### config.mk
export PLATFORM = sky130hd
export DESIGN_NAME = nvm_status_guard
export DESIGN_NICKNAME = d
export VERILOG_FILES = /design/src/rtl/nvm_status_pkg.sv /design/src/rtl/nvm_prot_decode.sv /design/src/rtl/nvm_cycle_timer.sv /design/src/rtl/nvm_status_guard.sv
export SDC_FILE = /design/constraint.sdc
export NUM_CORES = 1
export LEC_CHECK = 0
export CORE_MARGIN = 2
export CORE_UTILIZATION = 56
export DETAILED_ROUTE_END_ITERATION = 7
export GPL_ROUTABILITY_DRIVEN = 0
export PLACE_DENSITY_LB_ADDON = 0.1
export SKIP_LAST_GASP = 1
export SLEW_MARGIN = 20
export SYNTH_ARGS = -nofsm -noshare
export SYNTH_HDL_FRONTEND = slang
export SYNTH_SLANG_ARGS = --single-unit
### constraint.sdc
create_clock -name clk -period 5.5 [get_ports clk]
set_clock_uncertainty 0.05 [all_clocks]
set_input_delay 1.1 -clock clk [delete_from_list [all_inputs] [get_ports clk]]
set_output_delay 1.1 -clock clk [all_outputs]
set_load 0.005 [all_outputs]
### src/rtl/nvm_status_pkg.sv
package nvm_status_pkg;
   typedef enum logic [2:0] {
      OP_WEN_SET    = 3'd0,
      OP_WEN_CLR    = 3'd1,
      OP_SR_WRITE   = 3'd2,
      OP_PROGRAM    = 3'd3,
      OP_PAGE_ERASE = 3'd4,
      OP_SECT_ERASE = 3'd5,
      OP_CHIP_ERASE = 3'd6
   } nvm_op_e;

   typedef enum logic [1:0] {
      CYC_WRITE = 2'd0,
      CYC_SECT  = 2'd1,
      CYC_CHIP  = 2'd2
   } cyc_kind_e;

   localparam int SR_PROT_EN = 7;
   localparam int SR_BP_HI   = 3;
   localparam int SR_BP_LO   = 2;
endpackage

### src/rtl/nvm_prot_decode.sv
module nvm_prot_decode #(
   parameter int ADDR_W = 17
) (
   input  logic [1:0]        bp,
   input  logic [ADDR_W-1:0] addr,
   output logic              addr_locked,
   output logic              any_locked
);
   localparam int NQ = 4;

   if (ADDR_W < 2) begin : g_bad_width
      $error("nvm_prot_decode: ADDR_W must be at least 2");
   end

   logic [NQ-1:0] q_mask;
   logic [1:0]    quarter;

   for (genvar gq = 0; gq < NQ; gq++) begin : g_quarter
      assign q_mask[gq] = (bp == 2'b11)
                        | ((bp == 2'b10) & (gq >= 2))
                        | ((bp == 2'b01) & (gq == NQ - 1));
   end

   assign quarter     = addr[ADDR_W-1 -: 2];
   assign addr_locked = q_mask[quarter];
   assign any_locked  = |bp;
endmodule

### src/rtl/nvm_cycle_timer.sv
module nvm_cycle_timer
   import nvm_status_pkg::*;
#(
   parameter int T_WRITE = 1250000,
   parameter int T_SECT  = 500000000,
   parameter int T_CHIP  = 1000000000
) (
   input  logic      clk,
   input  logic      rst_n,
   input  logic      start,
   input  cyc_kind_e kind,
   output logic      busy,
   output logic      done
);
   localparam int T_MAX0 = (T_WRITE > T_SECT) ? T_WRITE : T_SECT;
   localparam int T_MAX  = (T_MAX0 > T_CHIP) ? T_MAX0 : T_CHIP;
   localparam int CNT_W  = $clog2(T_MAX + 1);

   if (T_WRITE < 1 || T_SECT < 1 || T_CHIP < 1) begin : g_bad_time
      $error("nvm_cycle_timer: every cycle length must be at least 1");
   end

   logic [CNT_W-1:0] cnt;
   logic [CNT_W-1:0] load_val;

   always_comb begin
      unique case (kind)
         CYC_SECT: load_val = CNT_W'(T_SECT - 1);
         CYC_CHIP: load_val = CNT_W'(T_CHIP - 1);
         default:  load_val = CNT_W'(T_WRITE - 1);
      endcase
   end

   assign done = busy & (cnt == '0);

   always_ff @(posedge clk or negedge rst_n) begin
      if (!rst_n) begin
         busy <= 1'b0;
         cnt  <= '0;
      end else if (start) begin
         busy <= 1'b1;
         cnt  <= load_val;
      end else if (busy) begin
         if (cnt == '0) busy <= 1'b0;
         else           cnt  <= cnt - 1'b1;
      end
   end

   // a cycle is never restarted while one runs
   a_r9_no_restart: assert property (@(posedge clk) disable iff (!rst_n)
      start |-> !busy);
   // the count always walks down toward the end of the cycle
   a_r7_count_down: assert property (@(posedge clk) disable iff (!rst_n)
      (busy && !done && !start) |=> (busy && cnt == $past(cnt) - 1'b1));
endmodule

### src/rtl/nvm_status_guard.sv
module nvm_status_guard
   import nvm_status_pkg::*;
#(
   parameter int ADDR_W  = 17,
   parameter int T_WRITE = 1250000,
   parameter int T_SECT  = 500000000,
   parameter int T_CHIP  = 1000000000
) (
   input  logic              clk,
   input  logic              rst_n,
   input  logic              cmd_valid,
   input  logic [2:0]        cmd_op,
   input  logic [ADDR_W-1:0] cmd_addr,
   input  logic [7:0]        cmd_wdata,
   input  logic              wp_pin,
   output logic [7:0]        status_byte,
   output logic              cmd_accept,
   output logic              cmd_abort,
   output logic              wip
);
   nvm_op_e   op;
   cyc_kind_e kind;
   logic      wel, prot_en;
   logic [1:0] bp;
   logic      pend_sr, pend_prot_en;
   logic [1:0] pend_bp;
   logic      addr_locked, any_locked, sr_locked;
   logic      rule_ok, allow, start, done;

   assign op = nvm_op_e'(cmd_op);

   nvm_prot_decode #(.ADDR_W(ADDR_W)) u_decode (
      .bp          (bp),
      .addr        (cmd_addr),
      .addr_locked (addr_locked),
      .any_locked  (any_locked)
   );

   nvm_cycle_timer #(.T_WRITE(T_WRITE), .T_SECT(T_SECT), .T_CHIP(T_CHIP)) u_timer (
      .clk   (clk),
      .rst_n (rst_n),
      .start (start),
      .kind  (kind),
      .busy  (wip),
      .done  (done)
   );

   assign sr_locked = prot_en & ~wp_pin;

   always_comb begin
      kind = CYC_WRITE;
      unique case (op)
         OP_WEN_SET, OP_WEN_CLR:               rule_ok = 1'b1;
         OP_SR_WRITE:                          rule_ok = wel & ~sr_locked;
         OP_PROGRAM, OP_PAGE_ERASE:            rule_ok = wel & ~addr_locked;
         OP_SECT_ERASE: begin
            rule_ok = wel & ~addr_locked;
            kind    = CYC_SECT;
         end
         OP_CHIP_ERASE: begin
            rule_ok = wel & ~any_locked;
            kind    = CYC_CHIP;
         end
         default:                              rule_ok = 1'b0;
      endcase
   end

   assign allow = rule_ok & ~wip;
   assign start = cmd_valid & allow & (op != OP_WEN_SET) & (op != OP_WEN_CLR);

   always_ff @(posedge clk or negedge rst_n) begin
      if (!rst_n) begin
         cmd_accept   <= 1'b0;
         cmd_abort    <= 1'b0;
         wel          <= 1'b0;
         prot_en      <= 1'b0;
         bp           <= 2'b00;
         pend_sr      <= 1'b0;
         pend_prot_en <= 1'b0;
         pend_bp      <= 2'b00;
      end else begin
         cmd_accept <= cmd_valid & allow;
         cmd_abort  <= cmd_valid & ~allow;
         if (cmd_valid && allow) begin
            if (op == OP_WEN_SET) wel <= 1'b1;
            if (op == OP_WEN_CLR) wel <= 1'b0;
            if (op == OP_SR_WRITE) begin
               pend_sr      <= 1'b1;
               pend_prot_en <= cmd_wdata[SR_PROT_EN];
               pend_bp      <= cmd_wdata[SR_BP_HI:SR_BP_LO];
            end
         end
         if (done) begin
            wel <= 1'b0;
            if (pend_sr) begin
               prot_en <= pend_prot_en;
               bp      <= pend_bp;
               pend_sr <= 1'b0;
            end
         end
      end
   end

   assign status_byte = {prot_en, 3'b000, bp, wel, wip};

   // one response per strobe, none otherwise
   a_r11_one_response: assert property (@(posedge clk) disable iff (!rst_n)
      cmd_valid |=> (cmd_accept ^ cmd_abort));
   a_r11_no_stray: assert property (@(posedge clk) disable iff (!rst_n)
      !cmd_valid |=> !(cmd_accept || cmd_abort));
   // busy refuses everything
   a_r9_busy_abort: assert property (@(posedge clk) disable iff (!rst_n)
      (cmd_valid && wip) |=> cmd_abort);
   // modifying commands need the latch
   a_r3_need_wel: assert property (@(posedge clk) disable iff (!rst_n)
      (cmd_valid && cmd_op >= 3'd2 && !wel) |=> cmd_abort);
   // locked status register
   a_r4_sr_locked: assert property (@(posedge clk) disable iff (!rst_n)
      (cmd_valid && cmd_op == 3'd2 && prot_en && !wp_pin) |=> cmd_abort);
   // chip erase blocked by any protect bit
   a_r6_chip_bp: assert property (@(posedge clk) disable iff (!rst_n)
      (cmd_valid && cmd_op == 3'd6 && bp != 2'b00) |=> cmd_abort);
   // latch is clear once a cycle has ended
   a_r8_wel_end: assert property (@(posedge clk) disable iff (!rst_n)
      $fell(wip) |-> !wel);
   // protection bits hold still inside a running cycle
   a_r10_sr_stable: assert property (@(posedge clk) disable iff (!rst_n)
      (wip && $past(wip)) |-> $stable({prot_en, bp}));
endmodule

==> results by stage, run 1 <==
Outcome:
- The run finished with clean final reports.

Die:
- The effective utilization at floorplan is 0.5784.
- The die area is 4631 µm².
- between 40 and 50 I/O pins were placed.
- The vertical die dimension is between 60 and 70 µm.
- The die width is around 68 µm.
- Row generation in the floorplan step produced 23 rows.
- The core outline area is between 3000 and 4000 µm².

Job:
- The tool flagged a number of max-cap violations equal to 0.

Worst setup path:
- The logic depth of the worst register-to-register path is 8.
- The worst register-to-register path has a setup slack of approximately 2.8 ns.
- The element type at the critical path start is an input port.
- STA puts the critical path data arrival time at between 3 and 4 ns.
- The category of the critical setup timing path is in2reg.
- The type of element capturing the critical path is a register.
- At the worst endpoint, the required time is around 5.7 ns.
- Along the worst path, the maximum fanout reaches 18.

Final layout:
- Leaving out fill and tap cells, the most frequent cell in the layout is sky130_fd_sc_hd__dfrtp_1.
- The fraction of layout cells with a size suffix above 1 is 0.1008.
- With fillers left out, the area of the finished cells amounts to about 2500 µm².
- The library cells used most frequently in the layout, excluding fill and tap cells, are sky130_fd_sc_hd__dfrtp_1 (41), sky130_fd_sc_hd__nor2_1 (22), sky130_fd_sc_hd__a21oi_1 (21), sky130_fd_sc_hd__clkdlybuf4s50_1 (18), sky130_fd_sc_hd__nand2_1 (12).
- The signed area change from the synthesized netlist to the final layout is 10.95%.
- The count of filler cells inserted in the layout is between 300 and 400.
- The repair_antennas step left the layout with diodes totalling 0.
- The final layout contains between 200 and 300 nets.

Drt:
- After detailed routing, the number of vias per cell comes to ~6.
- In the final routed layout, each cell accounts on average for approximately 16 µm.
- The number of nets with antenna violations after routing is 0.
- For this block, the initial DRC count from the detailed router was around 130.
- The number of detailed-routing iterations run before antenna repair is 4.
- In the routed design, unresolved DRC markers number 0.
- The via count is approximately 1800.
- The overall routed net length is 4829 µm.

STA:
- For the pin with the worst max-slew slack, the measured transition is about 0.90 ns.
- The final-report hold violation count was 0.
- The shortest period the worst path allows is 3.403 ns.
- Hold is met by about 0.45 ns.
- The normalized max-slew margin is 0.3995.
- Of the available clock period, the critical path in the final layout requires 0.6187.
- The setup violation total in the final timing report is 0.
- The highest clock frequency the design can meet is a little under 300 MHz.
- The aggregate negative setup slack is 0 ns.
- The number of pins with negative max-slew slack in the final report came to 0.
- Setup repair after global routing left no endpoint under its margin.

Power:
- The internal power of the cells is 0.3989 mW.
- The sequential group share of total power is 0.586.
- In this run the power spent charging and discharging nets is 0.1166 mW.
- The share of total power dissipated in the clock network is 0.373.
- Of the total power, the share spent switching nets is 0.2263.
- The worst supply voltage drop on vdd is ~160 µV.
- In this run the power density over the cells is 202.3 nW/µm².
- The combinational share of power is 0.041.
- The analysis attributes to cell leakage a power of approximately 0.99 nW.

GRT:
- Entering global routing, the biggest net connects 42 pins.
- The number of global-route vias before repair came to about 1600.
- Summed over all layers, the global routing overflow is 0.
- The initial antenna violation count is 0.
- The combined global-route utilization of all metal layers is 0.2369.
- The first global-routing pass estimated ~8000 µm of wire.

Synth:
- After synthesis, the share of cell area in mux cells is 0.03813.
- The number of unique standard cell types used by synthesis is 53.
- The dominant combinational cell family by area after synthesis is simple AND/OR/NAND/NOR gates.
- Of the total synthesized cell area, the portion taken by AND, OR, NAND and NOR gates is 0.2097.
- Of the total synthesized cell area, the portion taken by full adders, half adders and majority gates is 0.02723.
- The synthesized instance count is 234.
- The compound-gate portion of the synthesized area is 0.1786.
- The synthesized design contains 0 enable-type register cells.
- The largest total area in the synthesized netlist belongs to sky130_fd_sc_hd__dfrtp_1.
- Yosys printed 0 warnings.
- The synthesized netlist occupies a cell area of roughly 2300 µm².
- Of the total synthesized cell area, the portion taken by XOR and XNOR cells is 0.04575.
- By area the synthesized netlist is led by sky130_fd_sc_hd__dfrtp_1 (45%), sky130_fd_sc_hd__a21oi_1 (4.6%), sky130_fd_sc_hd__nor2_1 (3.6%).
- The synthesized area per cell is between 9 and 10 µm².
- Of the synthesized area, sequential elements account for 0.4466.
- The async set-reset flop share out of synthesis is 1.000.
- The primary flip-flop cell chosen by synthesis mapping is sky130_fd_sc_hd__dfrtp_1.
- The share of synthesized area in the top cell type comes to 0.4466.
- The synthesized design contains between 40 and 50 register bits.

Clocking:
- The clock edge transition at the registers on the reported setup and hold paths is roughly 0.080 ns.
- The count of hold-fix buffers inserted at cts is 0.
- After clock tree synthesis, the setup repair step added 0 buffers.
- The post-cts repair resize count is 0.
- TritonCTS created 5 clock buffers.
- The CTS tree is done.
- The root cell of the clock tree is sky130_fd_sc_hd__clkbuf_8.
- CTS saw 41 sinks.
- The H-tree generated during clock tree synthesis spans 2 levels.
- The clock tree buffer depth is 2.
- The clock network latency to the later pin of the worst-skew pair is about 0.30 ns.

Min path:
- The cell count of the worst hold path is 1.
- The path class of the lowest-slack min-delay path is reg2reg.

Placed design:
- The count of input and output buffers is 19.
- In this run the cell area measured after placement is between 2000 and 2500 µm².
- The HPWL after detailed placement is roughly 3400 µm.
## final cells by class
class                           instances  area [µm²]  area share
Clock inverter                          3       17.52    0.006873
Clock buffer                            5       68.82     0.02700
Multi-Input combinational cell        172        1159      0.4546
Inverter                                8       30.03     0.01178
Tap cell                               50       62.56     0.02455
Timing Repair Buffer                   19       185.2     0.07266
Sequential cell                        41        1026      0.4026
## layer usage
layer  part of all wire  vias to the layer above  global-route usage
li1                   -                      884                   -
met1               0.48                      902              0.3362
met2               0.48                       26              0.3580
met3              0.033                        6             0.05757
met4              0.013                        0             0.07250
met5                  0                        -                   0
## flip-flops by register name (all words and copies together), names as in the netlist
signal,cells
cmd_abort,1
prot_en,1
wel,1
u_timer.busy,1
pend_bp,2
pend_prot_en,1
cmd_accept,1
u_timer.cnt,30
bp,2
pend_sr,1
## logic make-up after synthesis
group                    after synthesis
multiplexers                           8
adder cells (fa/ha/maj)                5
AND/OR/NAND/NOR                       85
AO/OA/AOI/OAI                         59
flip-flops                            41
buffers and inverters                 23
XOR/XNOR                              12
other                                  1
## final timing paths
| path | from | end |
|---|---|---|
| max | cmd_op[2] | u_timer.cnt[18] |
| min | u_timer.cnt[28] | u_timer.cnt[28] |
| max reg2reg | u_timer.cnt[0] | u_timer.cnt[15] |
| min reg2reg | u_timer.cnt[28] | u_timer.cnt[28] |
| max in group asynchronous | rst_n | u_timer.cnt[3] |
| min in group asynchronous | rst_n | cmd_abort |
## worst max-delay path, stage by stage
cell and delay (ns):
sky130_fd_sc_hd__clkdlybuf4s50_1 0.51, sky130_fd_sc_hd__or3b_1 0.40, sky130_fd_sc_hd__and4_1 0.21, sky130_fd_sc_hd__a41o_1 0.24, sky130_fd_sc_hd__nand2b_1 0.53, sky130_fd_sc_hd__nor2_1 0.24, sky130_fd_sc_hd__a311oi_1 0.31
## per-stage QoR
stage	power (mW)	cells	setup slack (ns)	utilization
2_1_floorplan	0.3149	236	2.708	-
3_3_place_gp	0.3295	290	1.786	0.6200
3_5_place_dp	0.3295	290	1.775	0.6200
4_1_cts	0.5202	298	2.087	0.6418
5_1_grt	0.5390	298	1.923	0.6418
6_report	0.5155	298	2.097	0.6418
## power by group through the flow
stage / clock [mW] / sequential, mW / combinational [mW]
final: 0.192 / 0.302 / 0.0210
after global placement: 0 / 0.308 / 0.0214
after global routing: 0.212 / 0.302 / 0.0246
after CTS: 0.197 / 0.302 / 0.0215
after floorplan: 0 / 0.308 / 0.00675
after detailed placement: 0 / 0.308 / 0.0214
## synthesized netlist by cell type (3+ instances only)
cell type                  count
sky130_fd_sc_hd__nand4_1       3
sky130_fd_sc_hd__ha_1          5
sky130_fd_sc_hd__nor3_1        7
sky130_fd_sc_hd__nand2_1      12
sky130_fd_sc_hd__xnor2_1       3
sky130_fd_sc_hd__dfrtp_1      41
sky130_fd_sc_hd__nand3_1      10
sky130_fd_sc_hd__clkbuf_1      5
sky130_fd_sc_hd__o21ai_0       9
sky130_fd_sc_hd__or4_1         4
sky130_fd_sc_hd__xor2_1        9
sky130_fd_sc_hd__a21oi_1      21
sky130_fd_sc_hd__inv_1         8
sky130_fd_sc_hd__buf_4         6
sky130_fd_sc_hd__nor4_2        4
sky130_fd_sc_hd__mux2_2        6
sky130_fd_sc_hd__nor2_1       22
sky130_fd_sc_hd__and3_1        3
sky130_fd_sc_hd__a311oi_1      6
sky130_fd_sc_hd__a31oi_1       3
sky130_fd_sc_hd__and2_1        3
sky130_fd_sc_hd__buf_2         3
(Power assumes the default switching activity.)
==> run 2, diff against run 1 <==
- CORE_UTILIZATION: 56 -> 52
- clock period: 5.5 -> 3.3 ns (I/O delays scaled with it)
==> run 2 against run 1 <==
Net effect: final cell count up 3.0%; power up 66%; sequential cell count unchanged; hold slack worse by 0.011 ns; highest routed layer unchanged; largest cell class unchanged; register-to-register slack worse by 2.2 ns; sequential share of layout area down 0.76 points; count of clock-buffer cells in the layout up 3.
==> results by stage, run 2 (same netlist as run 1, synthesis figures left out) <==
Final layout:
- Leaving out fill and tap cells, the most frequent cell in the layout is sky130_fd_sc_hd__dfrtp_1.
- The register with the most flip-flops is u_timer.cnt.
- The register cell area after layout is 1026 µm² (unchanged).
- The flip-flop count of the largest register, all copies and words added is 30 (unchanged).
- The count of filler cells inserted in the layout is 375 (+8.4%).
- The antenna diode count is 0 (unchanged).
- The area occupied by multi-input gates is 1159 µm² (unchanged).
- The fraction of layout cells with a size suffix above 1 is 0.1137 (+0.01292).
- The final non-filler cell total is 307 (+3.0%).
- The largest registers in the layout are u_timer.cnt: 30 flops, bp: 2 flops, pend_bp: 2 flops.
- The library cells used most frequently in the layout, excluding fill and tap cells, are sky130_fd_sc_hd__dfrtp_1 (41), sky130_fd_sc_hd__nor2_1 (22), sky130_fd_sc_hd__a21oi_1 (21), sky130_fd_sc_hd__clkdlybuf4s50_1 (18), sky130_fd_sc_hd__nand2_1 (12).
- Compared with the post-synthesis result, the final layout area differs by 13.07%.
- The net count of the finished layout is 291 (+2.5%).

GRT:
- The overall overflow remaining after global route is 0 (unchanged).
- The first-pass GRT wire length is 8597 µm (+7.0%).
- The maximum number of pins on one net before global-route repair came to 42 (unchanged).
- The initial antenna violation count is 0 (unchanged).
- The combined global-route utilization of all metal layers was 0.2208 (-0.01608).
- The number of global-route vias before repair is 1811 (+11%).

Power:
- The static power due to leakage is 1.024 nW (+3.0%).
- The switching fraction of total power is 0.2160 (-0.01028).
- The worst supply voltage drop on vdd came to 221.2 µV (+40%).
- The sequential group share of total power is 0.590 (+0.004).
- The clock network power share is 0.369 (-0.004).
- The internal power of the cells came to 0.6695 mW (+68%).
- The net switching power came to 0.1844 mW (+58%).
- The combinational share of power came to 0.041 (about the same).
- The ratio of total power to cell area came to 328.7 nW/µm² (+63%).

Placed design:
- The count of input and output buffers is 19 (unchanged).
- The post-place setup slack was 0.2932 ns (-1.481 ns).
- The number of cells after detailed placement is 299 (+3.1%).
- The HPWL after detailed placement came to 3456 µm (+1.9%).

Worst setup path:
- The data arrival time of the worst path was 2.83 ns (-0.72 ns).
- The gate family responsible for the most delay along the worst path is simple AND/OR/NAND/NOR gates.
- The logic depth of the worst register-to-register path is 9 (+1).
- Traced cell by cell, the critical path runs through clkdlybuf4s50_1, or3b_1, and4_1, a41oi_1, nor2_1, and2_1, a221o_1.
- The highest cell delay on the worst timing path is 0.52 ns (about the same).
- The category of the critical setup timing path is in2reg.
- The required time at the worst-slack endpoint is 3.43 ns (-2.22 ns).
- The cell with the largest stage delay on the worst path is sky130_fd_sc_hd__clkdlybuf4s50_1.
- The number of logic stages on the critical path including buffering is 7 (unchanged).
- The worst setup path is launched from an input port.
- The largest fanout of any net on the critical path is 10 (-8).
- The number of buffer and inverter stages on the critical path is 1 (unchanged).
- The type of element capturing the critical path is a register.

STA:
- The normalized max-slew margin is 0.3980 (-0.001535).
- Setup repair after global routing left no endpoint under its margin.
- The final-report hold violation count is 0 (unchanged).
- The aggregate negative setup slack was 0 ns (unchanged).
- The number of pins with negative max-slew slack in the final report came to 0 (unchanged).
- The worst hold margin is 0.4355 ns (-0.01138 ns).
- The setup violation total in the final timing report was 0 (unchanged).
- The smallest clock period supported by the final layout is computed as around 2.7 ns.
- The transition at the pin with the smallest max-transition slack came to 0.9031 ns (+0.002302 ns).
- Based on the critical path, the design can be clocked at up to 370.8 MHz.
- The final worst-path cycle share is 0.8171.
- The final worst-path setup slack is 0.6035 ns (-1.494 ns).

Outcome:
- The flow ran to the end, and the final reports show no timing, DRC or antenna violations.

Drt:
- The initial DRC count is 181 (+41%).
- The number of vias per cell after detailed routing came to 5.915 (-3.0%).
- The routed wirelength normalized by instance count was 15.97 µm (-1.4%).
- The number of nets with antenna violations after routing is 0 (unchanged).
- The via count is 1816 (-0.11%).
- The number of detailed-routing iterations run before antenna repair came to 4 (unchanged).
- The overall routed net length is 4903 µm (+1.5%).
- The DRC violation count after routing is 0 (unchanged).

Die:
- The die area is 4965 µm² (+7.2%).
- The effective utilization at floorplan is 0.5350 (-0.04348).
- The vertical die dimension is 70.47 µm (+3.5%).
- The number of top-level design ports is 43 (unchanged).
- The number of placement rows was 24 (+4.3%).
- The die width is 70.47 µm (+3.5%).
- The core outline area was 4294 µm² (+8.1%).

Clocking:
- The number of buffers inserted to repair setup after CTS is 0 (unchanged).
- The deepest level of the CTS H-tree is 2 (unchanged).
- The number of buffers added by the clock tree synthesis step is 5 (unchanged).
- The total clock sinks is 41 (unchanged).
- The clock edge transition at the registers on the reported setup and hold paths is 0.08 ns (about the same).
- The clock tree buffer depth is 2 (unchanged).
- The clock network latency to the later pin of the worst-skew pair is 0.29 ns (about the same).
- TritonCTS built the clock tree.
- CTS placed an instance of sky130_fd_sc_hd__clkbuf_8 at the clock tree root.
- The count of hold-fix buffers inserted at cts is 0 (unchanged).
- The post-cts repair resize count is 0 (unchanged).

Job:
- The max capacitance violation total came to 0 (unchanged).

Min path:
- The path class of the lowest-slack min-delay path is in2async.
## run 2: cell types whose count changed in the layout (fill, tap and decap cells not counted), sizes merged
cell	delta
buf	+7
clkbuf	+3
clkinv	-2
clkinvlp	-1
## run 2: worst paths after layout
path / from / end / slack, ns
setup / recovery: cmd_op[2] / u_timer.cnt[9] / 0.60
hold / removal: rst_n / u_timer.cnt[27] / 0.44
setup reg to reg: u_timer.cnt[0] / u_timer.cnt[15] / 0.62
hold reg to reg: u_timer.cnt[28] / u_timer.cnt[28] / 0.44
max in group asynchronous: rst_n / u_timer.cnt[19] / 2.19
min in group clk: u_timer.cnt[28] / u_timer.cnt[28] / 0.44
## run 2: cell type report
type / count / share of cell area
Tap cell: 52 / 0.02505
Timing Repair Buffer: 26 / 0.09152
Inverter: 8 / 0.01156
Multi-Input combinational cell: 172 / 0.4460
Sequential cell: 41 / 0.3950
Clock buffer: 8 / 0.03083
## run 2: worst reg2reg max path, delay by kind of cell (launching register included)
family / cells / cell delay [ns]
AND/OR/NAND/NOR: 3 / 0.53
adder cells (fa/ha/maj): 1 / 0.22
flip-flops: 1 / 0.42
buffers and inverters: 2 / 0.23
AO/OA/AOI/OAI: 3 / 1.10
## run 2: through the flow
step	utilization	total power [mW]	cell area, µm²
floorplan	-	0.5248	2305
global route	0.6049	0.8899	2597
CTS	0.6049	0.8631	2597
detailed placement	0.5862	0.5496	2517
global placement	0.5862	0.5496	2517
finish	0.6049	0.8539	2597
## run 2: metal layers
metal  vias up  routed length, µm  share of wire  global-route usage
met5         -                  0              0                   0
met4         0                 55          0.011             0.07051
met3         6                210          0.043             0.05195
met2        32               2362           0.48              0.3512
met1       885               2275           0.46              0.2986
li1        893                  -              -                   -
## run 2: power by group through the flow
| stage | sequential [mW] | clock, mW | combinational, mW |
|---|---|---|---|
| after CTS | 0.503 | 0.323 | 0.0364 |
| final | 0.504 | 0.315 | 0.0353 |
| after detailed placement | 0.513 | 0 | 0.0362 |
| after floorplan | 0.514 | 0 | 0.0112 |
| after global placement | 0.513 | 0 | 0.0363 |
| after global routing | 0.504 | 0.345 | 0.0412 |
==> run 3, diff against run 2 <==
- clock period: 3.3 -> 2.5 ns (I/O delays scaled with it)
==> run 3 against run 2 <==
Net effect: sequential share of layout area is 2.4 points lower; first-iteration DRC count rose by 19%; wire length is 3.6% higher; worst setup slack worse by 0.45 ns; final cell count rose by 7.2%; register-to-register slack got worse by 0.43 ns; core utilization grew 3.8 points; count of clock-buffer cells in the layout unchanged; clock power rose by 29%; power up 32%; combinational power is 47% higher; hold slack got worse by 0.36 ns.
==> results by stage, run 3 (same netlist as run 1, synthesis figures left out) <==
Placed design:
- The number of cells after detailed placement is 321 (+7.4%).
- The count of input and output buffers was 19 (unchanged).
- The HPWL after detailed placement is 3754 µm (+8.6%).

Power:
- The static power due to leakage is 1.130 nW (+10%).
- The internal power of the cells is 0.8881 mW (+33%).
- The net switching power is 0.2361 mW (+28%).
- The worst supply voltage drop on vdd came to 332.2 µV (+50%).
- The ratio of total power to cell area is 406.9 nW/µm² (+24%).
- The sequential group share of total power came to 0.591 (about the same).
- The switching fraction of total power is 0.2100 (-0.005986).
- The combinational share of power came to 0.046 (+0.005).
- The clock network power share came to 0.362 (-0.007).

STA:
- The final-report hold violation count is 0 (unchanged).
- The shortest period the worst path allows is 2.343 ns.
- The highest clock frequency the design can meet is 426.9 MHz.
- The worst hold margin is 0.07796 ns (-0.3576 ns).
- The number of pins with negative max-slew slack in the final report is 0 (unchanged).
- Setup repair after global routing left no endpoint under its margin.
- The setup violation total in the final timing report is 0 (unchanged).
- The final worst-path cycle share is 0.9371.

Clocking:
- The clock network latency to the later pin of the worst-skew pair is 0.29 ns (about the same).
- The count of hold-fix buffers inserted at cts was 0 (unchanged).
- The root cell of the clock tree is sky130_fd_sc_hd__clkbuf_8.
- The deepest level of the CTS H-tree is 2 (unchanged).
- The clock tree buffer depth is 2 (unchanged).
- The number of buffers added by the clock tree synthesis step is 5 (unchanged).
- The CTS tree is done.
- The number of buffers inserted to repair setup after CTS is 0 (unchanged).
- The clock edge transition at the registers on the reported setup and hold paths is 0.07 ns (about the same).
- The total clock sinks came to 41 (unchanged).
- The post-cts repair resize count is 0 (unchanged).

Final layout:
- The final non-filler cell total is 329 (+7.2%).
- The signed area change from the synthesized netlist to the final layout is 20.26%.
- The flip-flop count of the largest register, all copies and words added is 30 (unchanged).
- The net count of the finished layout was 313 (+7.6%).
- The count of filler cells inserted in the layout came to 338 (-9.9%).
- The fraction of layout cells with a size suffix above 1 is 0.1841 (+0.07039).
- In the final layout, the registers with the most flip-flops are u_timer.cnt: 30 flops, bp: 2 flops, pend_bp: 2 flops.
- In the layout the commonest cells are sky130_fd_sc_hd__dfrtp_1 (41), sky130_fd_sc_hd__buf_4 (29), sky130_fd_sc_hd__nor2_1 (22), sky130_fd_sc_hd__a21oi_1 (21), sky130_fd_sc_hd__clkdlybuf4s50_1 (18).
- The antenna diode count is 0 (unchanged).
- The register with the most flip-flops is u_timer.cnt.
- The most common cell after layout, fill and taps aside is sky130_fd_sc_hd__dfrtp_1.

Worst setup path:
- STA classifies the critical path endpoint as a register.
- The largest fanout of any net on the critical path is 10 (unchanged).
- The worst setup path is launched from an input port.
- The worst-case register-to-register setup slack came to 0.19 ns (-0.43 ns).
- The required time at the worst-slack endpoint is 2.63 ns (-0.80 ns).
- By startpoint and endpoint, the worst setup path is classified as in2reg.
- The data arrival time of the worst path came to 2.47 ns (-0.36 ns).

GRT:
- The maximum number of pins on one net before global-route repair came to 25 (-40%).
- The first-pass GRT wire length is 8728 µm (+1.5%).
- The met3 routing resource usage after global routing is 0.04762 (-0.004329).
- The overall overflow remaining after global route is 0 (unchanged).
- The layer flagged by global routing as most heavily used is met2.
- The combined global-route utilization of all metal layers is 0.2240 (+0.003190).
- The number of global-route vias before repair came to 1859 (+2.7%).
- The met1 layer usage reported by global route is 0.2966 (-0.001950).
- The initial antenna violation count is 0 (unchanged).
- The global-route met2 utilization is 0.3637 (+0.01258).

Drt:
- The initial DRC count is 216 (+19%).
- The overall routed net length is 5080 µm (+3.6%).
- The number of vias per cell after detailed routing is 5.866 (-0.83%).
- The number of detailed-routing iterations run before antenna repair is 4 (unchanged).
- The DRC violation count after routing came to 0 (unchanged).
- The number of nets with antenna violations after routing is 0 (unchanged).
- The via count is 1930 (+6.3%).
- The routed wirelength normalized by instance count was 15.44 µm (-3.3%).

Die:
- The core outline area was 4294 µm² (unchanged).
- The effective utilization at floorplan was 0.5350 (unchanged).
- The die area is 4965 µm² (unchanged).
- The number of top-level design ports came to 43 (unchanged).
- The vertical die dimension is 70.47 µm (unchanged).
- The number of placement rows is 24 (unchanged).
- The die width is 70.47 µm (unchanged).

Outcome:
- The flow ran to the end, and the final reports show no timing, DRC or antenna violations.

Job:
- The max capacitance violation total is 0 (unchanged).

Min path:
- The path class of the lowest-slack min-delay path is in2async.
## run 3: changes by cell type in the layout (fill, tap and decap cells not counted)
cell / delta
sky130_fd_sc_hd__buf_4: +22
## run 3: power groups by stage
stage,combinational [mW],sequential (mW),clock [mW]
after detailed placement,0.0531,0.678,0
after floorplan,0.0148,0.678,0
final,0.0520,0.665,0.407
after CTS,0.0532,0.665,0.420
after global routing,0.0599,0.664,0.448
after global placement,0.0526,0.678,0
## run 3: critical path, cell delays in order
cell,delay [ns]
sky130_fd_sc_hd__clkdlybuf4s50_1,0.42
sky130_fd_sc_hd__or3b_1,0.37
sky130_fd_sc_hd__and4_1,0.22
sky130_fd_sc_hd__a41oi_1,0.22
sky130_fd_sc_hd__nor2_1,0.09
sky130_fd_sc_hd__and2_1,0.33
sky130_fd_sc_hd__a221o_1,0.33
## run 3: routing by layer
layer | vias to the layer above | part of all wire
li1 | 941 | -
met2 | 36 | 0.48
met5 | - | 0
met1 | 944 | 0.46
met3 | 9 | 0.039
met4 | 0 | 0.022
## run 3: cell type report
| type | instances | area, µm² | share of cell area |
|---|---|---|---|
| multi-input cells | 172 | 1159 | 0.4194 |
| clock buffers | 8 | 80.08 | 0.02899 |
| flip-flops and latches | 41 | 1026 | 0.3714 |
| repair buffers | 48 | 402.9 | 0.1458 |
| inverters | 8 | 30.03 | 0.01087 |
| well taps | 52 | 65.06 | 0.02355 |
## run 3: worst paths after layout
check / from / to / depth (start not counted)
max: cmd_op[2] / u_timer.cnt[9] / 7
max in group asynchronous: rst_n / u_timer.cnt[17] / 2
min in group clk: u_timer.cnt[28] / u_timer.cnt[28] / 1
max reg2reg: u_timer.cnt[23] / u_timer.cnt[5] / 7
min: rst_n / u_timer.cnt[26] / 1
min reg2reg: u_timer.cnt[28] / u_timer.cnt[28] / 1
## run 3: through the flow
step	worst slack [ns]	TNS (ns)	total power [mW]	util	area (µm²)
after floorplan	0.2833	0	0.6927	-	2305
after global placement	-0.1085	-0.3836	0.7303	0.6247	2683
after detailed placement	-0.1374	-0.5489	0.7308	0.6247	2683
after CTS	0.1717	0	1.138	0.6434	2763
after global routing	0.03583	0	1.173	0.6434	2763
final	0.1574	0	1.124	0.6434	2763
